**src/rtl/dbell_pkg.sv**
```systemverilog
package dbell_pkg;
  parameter int DB_W   = 16;
  parameter int GRP_W  = 5;
  parameter int VEC_N  = 4;
  localparam int NUM_GRP  = VEC_N - 1;
  localparam int LINK_BIT = DB_W - 1;
  localparam int IDX_W    = $clog2(DB_W);
  localparam logic [DB_W-1:0] MASK_RST = {1'b0, {(DB_W-1){1'b1}}};
endpackage

```
**src/rtl/dbell_ring_dec.sv**
```systemverilog
module dbell_ring_dec
  import dbell_pkg::*;
(
  input  logic             mode_single,
  input  logic             ring_valid,
  input  logic [IDX_W-1:0] ring_idx,
  output logic [DB_W-1:0]  ring_set
);
  logic [DB_W-1:0] grp_set;
  logic [DB_W-1:0] bit_set;

  genvar g;
  generate
    for (g = 0; g < NUM_GRP; g++) begin : g_grp
      assign grp_set[g*GRP_W +: GRP_W] =
        (ring_idx == IDX_W'(g)) ? {GRP_W{1'b1}} : '0;
    end
    if (NUM_GRP * GRP_W < DB_W) begin : g_pad
      assign grp_set[DB_W-1:NUM_GRP*GRP_W] = '0;
    end
  endgenerate

  always_comb begin
    bit_set = '0;
    if (ring_idx != IDX_W'(LINK_BIT)) bit_set[ring_idx] = 1'b1;
  end

  assign ring_set = !ring_valid ? '0 : (mode_single ? bit_set : grp_set);
endmodule

```
**src/rtl/dbell_link_det.sv**
```systemverilog
module dbell_link_det (
  input  logic clk,
  input  logic rst_n,
  input  logic link_up,
  output logic link_evt
);
  logic link_q;
  logic link_d;

  always_comb link_d = link_up;

  always_ff @(posedge clk or negedge rst_n) begin
    if (!rst_n) link_q <= 1'b0;
    else        link_q <= link_d;
  end

  assign link_evt = link_up ^ link_q;
endmodule

```
**src/rtl/dbell_regs.sv**
```systemverilog
module dbell_regs
  import dbell_pkg::*;
(
  input  logic            clk,
  input  logic            rst_n,
  input  logic            reg_wr,
  input  logic            reg_sel,
  input  logic [DB_W-1:0] reg_wdata,
  input  logic [DB_W-1:0] set_bits,
  output logic [DB_W-1:0] stat_q,
  output logic [DB_W-1:0] mask_q
);
  logic [DB_W-1:0] stat_d;
  logic [DB_W-1:0] mask_d;
  logic [DB_W-1:0] clr_bits;
  logic            mask_en;

  always_comb begin
    clr_bits = (reg_wr && !reg_sel) ? reg_wdata : '0;
    mask_en  = reg_wr && reg_sel;
    stat_d   = (stat_q & ~clr_bits) | set_bits;
    mask_d   = mask_en ? reg_wdata : mask_q;
  end

  always_ff @(posedge clk or negedge rst_n) begin
    if (!rst_n) begin
      stat_q <= '0;
      mask_q <= MASK_RST;
    end else begin
      stat_q <= stat_d;
      if (mask_en) mask_q <= mask_d;
    end
  end
endmodule

```
**src/rtl/dbell_irq_map.sv**
```systemverilog
module dbell_irq_map
  import dbell_pkg::*;
(
  input  logic             mode_single,
  input  logic [DB_W-1:0]  stat_q,
  input  logic [DB_W-1:0]  mask_q,
  output logic [VEC_N-1:0] vec_irq,
  output logic             irq_single,
  output logic             svc_valid,
  output logic [IDX_W-1:0] svc_idx
);
  logic [DB_W-1:0] pend;
  assign pend = stat_q & ~mask_q;

  genvar g;
  generate
    for (g = 0; g < NUM_GRP; g++) begin : g_vec
      assign vec_irq[g] = !mode_single && (|pend[g*GRP_W +: GRP_W]);
    end
  endgenerate
  assign vec_irq[VEC_N-1] = !mode_single && pend[LINK_BIT];

  assign irq_single = mode_single && (|pend);
  assign svc_valid  = irq_single;

  always_comb begin
    svc_idx = '0;
    for (int i = LINK_BIT - 1; i >= 0; i--) begin
      if (pend[i]) svc_idx = IDX_W'(i);
    end
    if (pend[LINK_BIT]) svc_idx = IDX_W'(LINK_BIT);
  end
endmodule

```
**src/rtl/dbell_ctrl.sv**
```systemverilog
module dbell_ctrl
  import dbell_pkg::*;
(
  input  logic             clk,
  input  logic             rst_n,
  input  logic             mode_single,
  input  logic             reg_wr,
  input  logic             reg_sel,
  input  logic [DB_W-1:0]  reg_wdata,
  output logic [DB_W-1:0]  reg_rdata,
  input  logic             ring_valid,
  input  logic [IDX_W-1:0] ring_idx,
  input  logic             link_up,
  output logic [VEC_N-1:0] vec_irq,
  output logic             irq_single,
  output logic             svc_valid,
  output logic [IDX_W-1:0] svc_idx
);
  logic [DB_W-1:0] ring_set;
  logic [DB_W-1:0] set_bits;
  logic [DB_W-1:0] stat_q;
  logic [DB_W-1:0] mask_q;
  logic            link_evt;

  dbell_ring_dec u_ring (
    .mode_single (mode_single),
    .ring_valid  (ring_valid),
    .ring_idx    (ring_idx),
    .ring_set    (ring_set)
  );

  dbell_link_det u_link (
    .clk      (clk),
    .rst_n    (rst_n),
    .link_up  (link_up),
    .link_evt (link_evt)
  );

  always_comb begin
    set_bits           = ring_set;
    set_bits[LINK_BIT] = ring_set[LINK_BIT] | link_evt;
  end

  dbell_regs u_regs (
    .clk       (clk),
    .rst_n     (rst_n),
    .reg_wr    (reg_wr),
    .reg_sel   (reg_sel),
    .reg_wdata (reg_wdata),
    .set_bits  (set_bits),
    .stat_q    (stat_q),
    .mask_q    (mask_q)
  );

  dbell_irq_map u_map (
    .mode_single (mode_single),
    .stat_q      (stat_q),
    .mask_q      (mask_q),
    .vec_irq     (vec_irq),
    .irq_single  (irq_single),
    .svc_valid   (svc_valid),
    .svc_idx     (svc_idx)
  );

  assign reg_rdata = reg_sel ? mask_q : stat_q;
endmodule

```
**config.mk**
```make
export PLATFORM = sky130hd
export DESIGN_NAME = dbell_ctrl
export DESIGN_NICKNAME = d
export VERILOG_FILES = /design/src/rtl/dbell_pkg.sv /design/src/rtl/dbell_ring_dec.sv /design/src/rtl/dbell_link_det.sv /design/src/rtl/dbell_regs.sv /design/src/rtl/dbell_irq_map.sv /design/src/rtl/dbell_ctrl.sv
export SDC_FILE = /design/constraint.sdc
export NUM_CORES = 1
export LEC_CHECK = 0
export BUFFER_PORTS_ARGS = -buffer_cell sky130_fd_sc_hd__buf_2
export CORE_UTILIZATION = 35
export DETAILED_ROUTE_END_ITERATION = 10
export PLACE_DENSITY_LB_ADDON = 0.25
export SLEW_MARGIN = 10
export SYNTH_ARGS = -nofsm -noshare
export SYNTH_HDL_FRONTEND = slang
export SYNTH_SLANG_ARGS = --single-unit
```
**constraint.sdc**
```tcl
create_clock -name clk -period 1.7 [get_ports clk]
set_input_delay 0.085 -clock clk [delete_from_list [all_inputs] [get_ports clk]]
set_output_delay 0.085 -clock clk [all_outputs]
set_load 0.01 [all_outputs]
```
==> impl_metrics.json <==
{
  "yosysUniqueCellTypes": 42,
  "cp_max_fo": 4,
  "maxSlewViolCount": 0,
  "die_h_um": 79.0,
  "drt-pass1-iter-count": 4,
  "power_density_over_the_cells_nw_per_um2": 940,
  "root_buffer": "clkbuf_8",
  "number_of_antenna_violations_at_the_first_check_in_global_routing": 0,
  "drt-wirelength-per-cell_um": 15.9,
  "grt_overflow": 0,
  "grt_first_pass_wirelength_um": 8620,
  "detailed_place_hpwl_um": 3900,
  "finalWorstSetupSlack_ns": -0.0915,
  "route.final.wire_length_um": 5400,
  "drt_iter0_markers": 79,
  "cp.required_ns": 1.62,
  "synth_nets": 234,
  "syn_avg_cell_area_um2": 10.0,
  "setup.worst_path.end_class": "output port",
  "setup_viol": 5,
  "ys_seq_area_share_pct": 40.7,
  "ant_nets": 0,
  "die_width_um": 79.0,
  "timing.setup.tns_ns": -0.247,
  "clock_tree.htree_level_count": 2,
  "period_minus_slack_ns": 1.79,
  "share_of_post_route_cells_with_drive_strength_above_1_pct": 53.9,
  "port_buffers": 52,
  "max_stage_delay_ns": 0.54,
  "postSynthCellCount": 207,
  "leakage_nw": 1.25,
  "min_period_over_period_pct": 105,
  "cts_sinks": 33,
  "max_slew_margin_pct": 49.4,
  "finalHoldWorstSlack_ns": 0.0417,
  "design_power_total_mw": 2.50,
  "violated_checks": "negative setup slack",
  "final_standard_cell_utilization_of_the_core_pct": 47.5,
  "hp-class": "primary input to register",
  "syn_to_final_growth_pct": 28.3,
  "critPathArrivalTime_ns": 1.71,
  "cap_violations": 0,
  "initial_core_utilization_pct": 37.0,
  "antenna_cells_inserted": 0,
  "dieArea_um2": 6240,
  "final.fill_count": 569,
  "globalRouteTotalUtil_pct": 18.3,
  "worst-setup-path-type": "register to output port",
  "cts-buffers-inserted": 5,
  "grt_start_max_net_pins": 34,
  "post_drt_via_cell_ratio": 5.32,
  "ir_worst_vdd_mv": 0.326,
  "yosys_reg_bits": 33,
  "run_status": "complete, but fails checks",
  "yosys_warnings": 0,
  "dpl-instance-area_um2": 2370,
  "crit_path_launch_type": "register",
  "worst_path_dominant_cell_family": "flip-flops",
  "worstPathBufferInverterCount": 1,
  "stdcell_area_um2": 2660,
  "place_congestion": 0.837,
  "core_um2": 5610,
  "worst_slew_pin_slew_ns": 0.758,
  "worst_path_cell_with_the_longest_stage_delay": "dfstp_2",
  "clk_path_buf_depth": 2,
  "max_freq_ghz": 0.558,
  "worst_skew_pair.late_latency_ns": 0.29,
  "finalHoldViolCount": 0,
  "synthesis.area_um2": 2070,
  "grt_setup_unrepaired": "yes",
  "crit_chain": "and2b_2 -> o311ai_4 -> a21oi_2 -> o211ai_1 -> buf_2",
  "clock_tree_from_tritoncts": "yes",
  "final_net_count": 293,
  "placementRows": 27,
  "io_pins": 53,
  "worst_clock_skew_ns": 0.000210,
  "first_global_vias": 1701,
  "clk_pin_slew_worst_paths_ns": 0.07,
  "drc_errors": 0,
  "dr_total_vias": 1803
}
## flip-flops by register name, indices dropped and copies added (netlist names)
| name | count |
|---|---|
| u_link.link_q | 1 |
| u_regs.mask_q | 16 |
| u_regs.stat_q | 16 |
## synth_stat cells
| cell | instances | area share [%] |
|---|---|---|
| and2b_1 | 1 | 0.36 |
| a41o_1 | 1 | 0.48 |
| o32ai_2 | 1 | 0.78 |
| and2b_2 | 1 | 0.42 |
| o2111ai_1 | 1 | 0.42 |
| or3_1 | 1 | 0.30 |
| a21o_1 | 2 | 0.72 |
| nand4_1 | 2 | 0.60 |
| nor2b_2 | 1 | 0.42 |
| dfrtp_1 | 18 | 22 |
| a21boi_0 | 1 | 0.36 |
| o21ai_0 | 7 | 1.7 |
| buf_2 | 4 | 0.97 |
| a22o_1 | 2 | 0.84 |
| o21a_1 | 1 | 0.36 |
| o211ai_1 | 1 | 0.36 |
| nor2b_1 | 6 | 1.8 |
| or2_4 | 1 | 0.42 |
| a41oi_1 | 1 | 0.42 |
| mux2i_1 | 1 | 0.48 |
| o311ai_2 | 1 | 0.78 |
| o311ai_1 | 1 | 0.42 |
| dfstp_2 | 15 | 19 |
| mux2_2 | 32 | 17 |
| nand3_1 | 4 | 0.97 |
| and3_1 | 4 | 1.2 |
| o22ai_1 | 1 | 0.30 |
| buf_6 | 3 | 1.6 |
| nor2_1 | 10 | 1.8 |
| a21oi_1 | 5 | 1.2 |
| a311oi_1 | 1 | 0.42 |
| inv_1 | 4 | 0.72 |
| xnor2_1 | 3 | 1.3 |
| nand2_1 | 34 | 6.2 |
| a32o_1 | 8 | 3.9 |
| and2_1 | 2 | 0.60 |
| nand2b_1 | 17 | 5.1 |
| clkbuf_2 | 1 | 0.24 |
| o32ai_1 | 1 | 0.42 |
| o41ai_2 | 1 | 0.78 |
| nand2_2 | 1 | 0.30 |
| buf_4 | 4 | 1.4 |
## report_power, final
group	leakage [nW]	switching [mW]	total (mW)	internal [mW]
Clock	0.0395	0.285	0.576	0.291
Combinational	0.822	0.424	0.890	0.466
Sequential	0.386	0.102	1.04	0.935
Total	1.25	0.810	2.50	1.69
## routing by layer
metal / share of wire (%) / global-route usage (%)
met1: 47 / 24.4
met2: 48 / 29.7
met3: 4.1 / 3.33
met4: 0.80 / 6.00
met5: 0 / 0
## repair_timing
item / CTS / global route
setup endpoints to repair: 7 / 7
hold buffers: 2 / 0
endpoints found under the hold margin: 19 / 0
gates cloned: 0 / 0
buffers inserted: 1 / 5
pin swaps: 7 / 7
gates resized for setup: 12 / 18
## cells by family (layout without fill, tap and decap cells)
family | Yosys count | after routing | synth area share (%)
compound gates | 37 | 37 | 14.7
xor+xnor | 3 | 3 | 1.27
buf+inv | 16 | 76 | 5.01
flops | 33 | 33 | 40.7
mux | 33 | 33 | 17.9
simple gates | 85 | 85 | 20.5
## placed cells by master (no fill, tap or decap), types with 5 or more instances in the layout
master,Yosys,layout
buf_2,4,52
nand2_1,34,34
mux2_2,32,32
dfrtp_1,18,17
dfstp_2,15,15
nand2b_4,0,10
buf_4,4,10
a32o_1,8,8
nand2b_1,17,7
nor2_1,10,7
o21ai_0,7,5
clkbuf_8,0,5
## stage by stage
| step | worst slack [ns] | cells |
|---|---|---|
| 2_1_floorplan | 0.227 | 207 |
| 3_3_place_gp | 0.150 | 323 |
| 3_5_place_dp | 0.158 | 323 |
| 4_1_cts | -0.103 | 334 |
| 5_1_grt | -0.167 | 339 |
| 6_report | -0.0915 | 339 |
## final timing paths
check                                       start           endpoint  slack, ns  depth (start not counted)
worst min register to register      u_link.link_q  u_regs.stat_q[15]       0.48                          2
worst min-delay path                 reg_wdata[2]   u_regs.mask_q[2]       0.04                          2
worst max register to register   u_regs.stat_q[2]   u_regs.stat_q[2]       0.83                          2
min in group asynchronous                   rst_n   u_regs.stat_q[2]       0.41                          2
worst max-delay path            u_regs.mask_q[13]         svc_idx[1]      -0.09                          5
max in group asynchronous                   rst_n  u_regs.stat_q[11]       0.77                          2
## area by class of cell
class	instances	area (µm²)	share of cell area [%]
repair buffers	64	355	13.4
multi-input cells	158	1270	47.9
inverters	4	15.0	0.564
clock buffers	8	80.1	3.01
well taps	72	90.1	3.39
flip-flops and latches	33	846	31.8
Power figures use the tool's default switching activity.
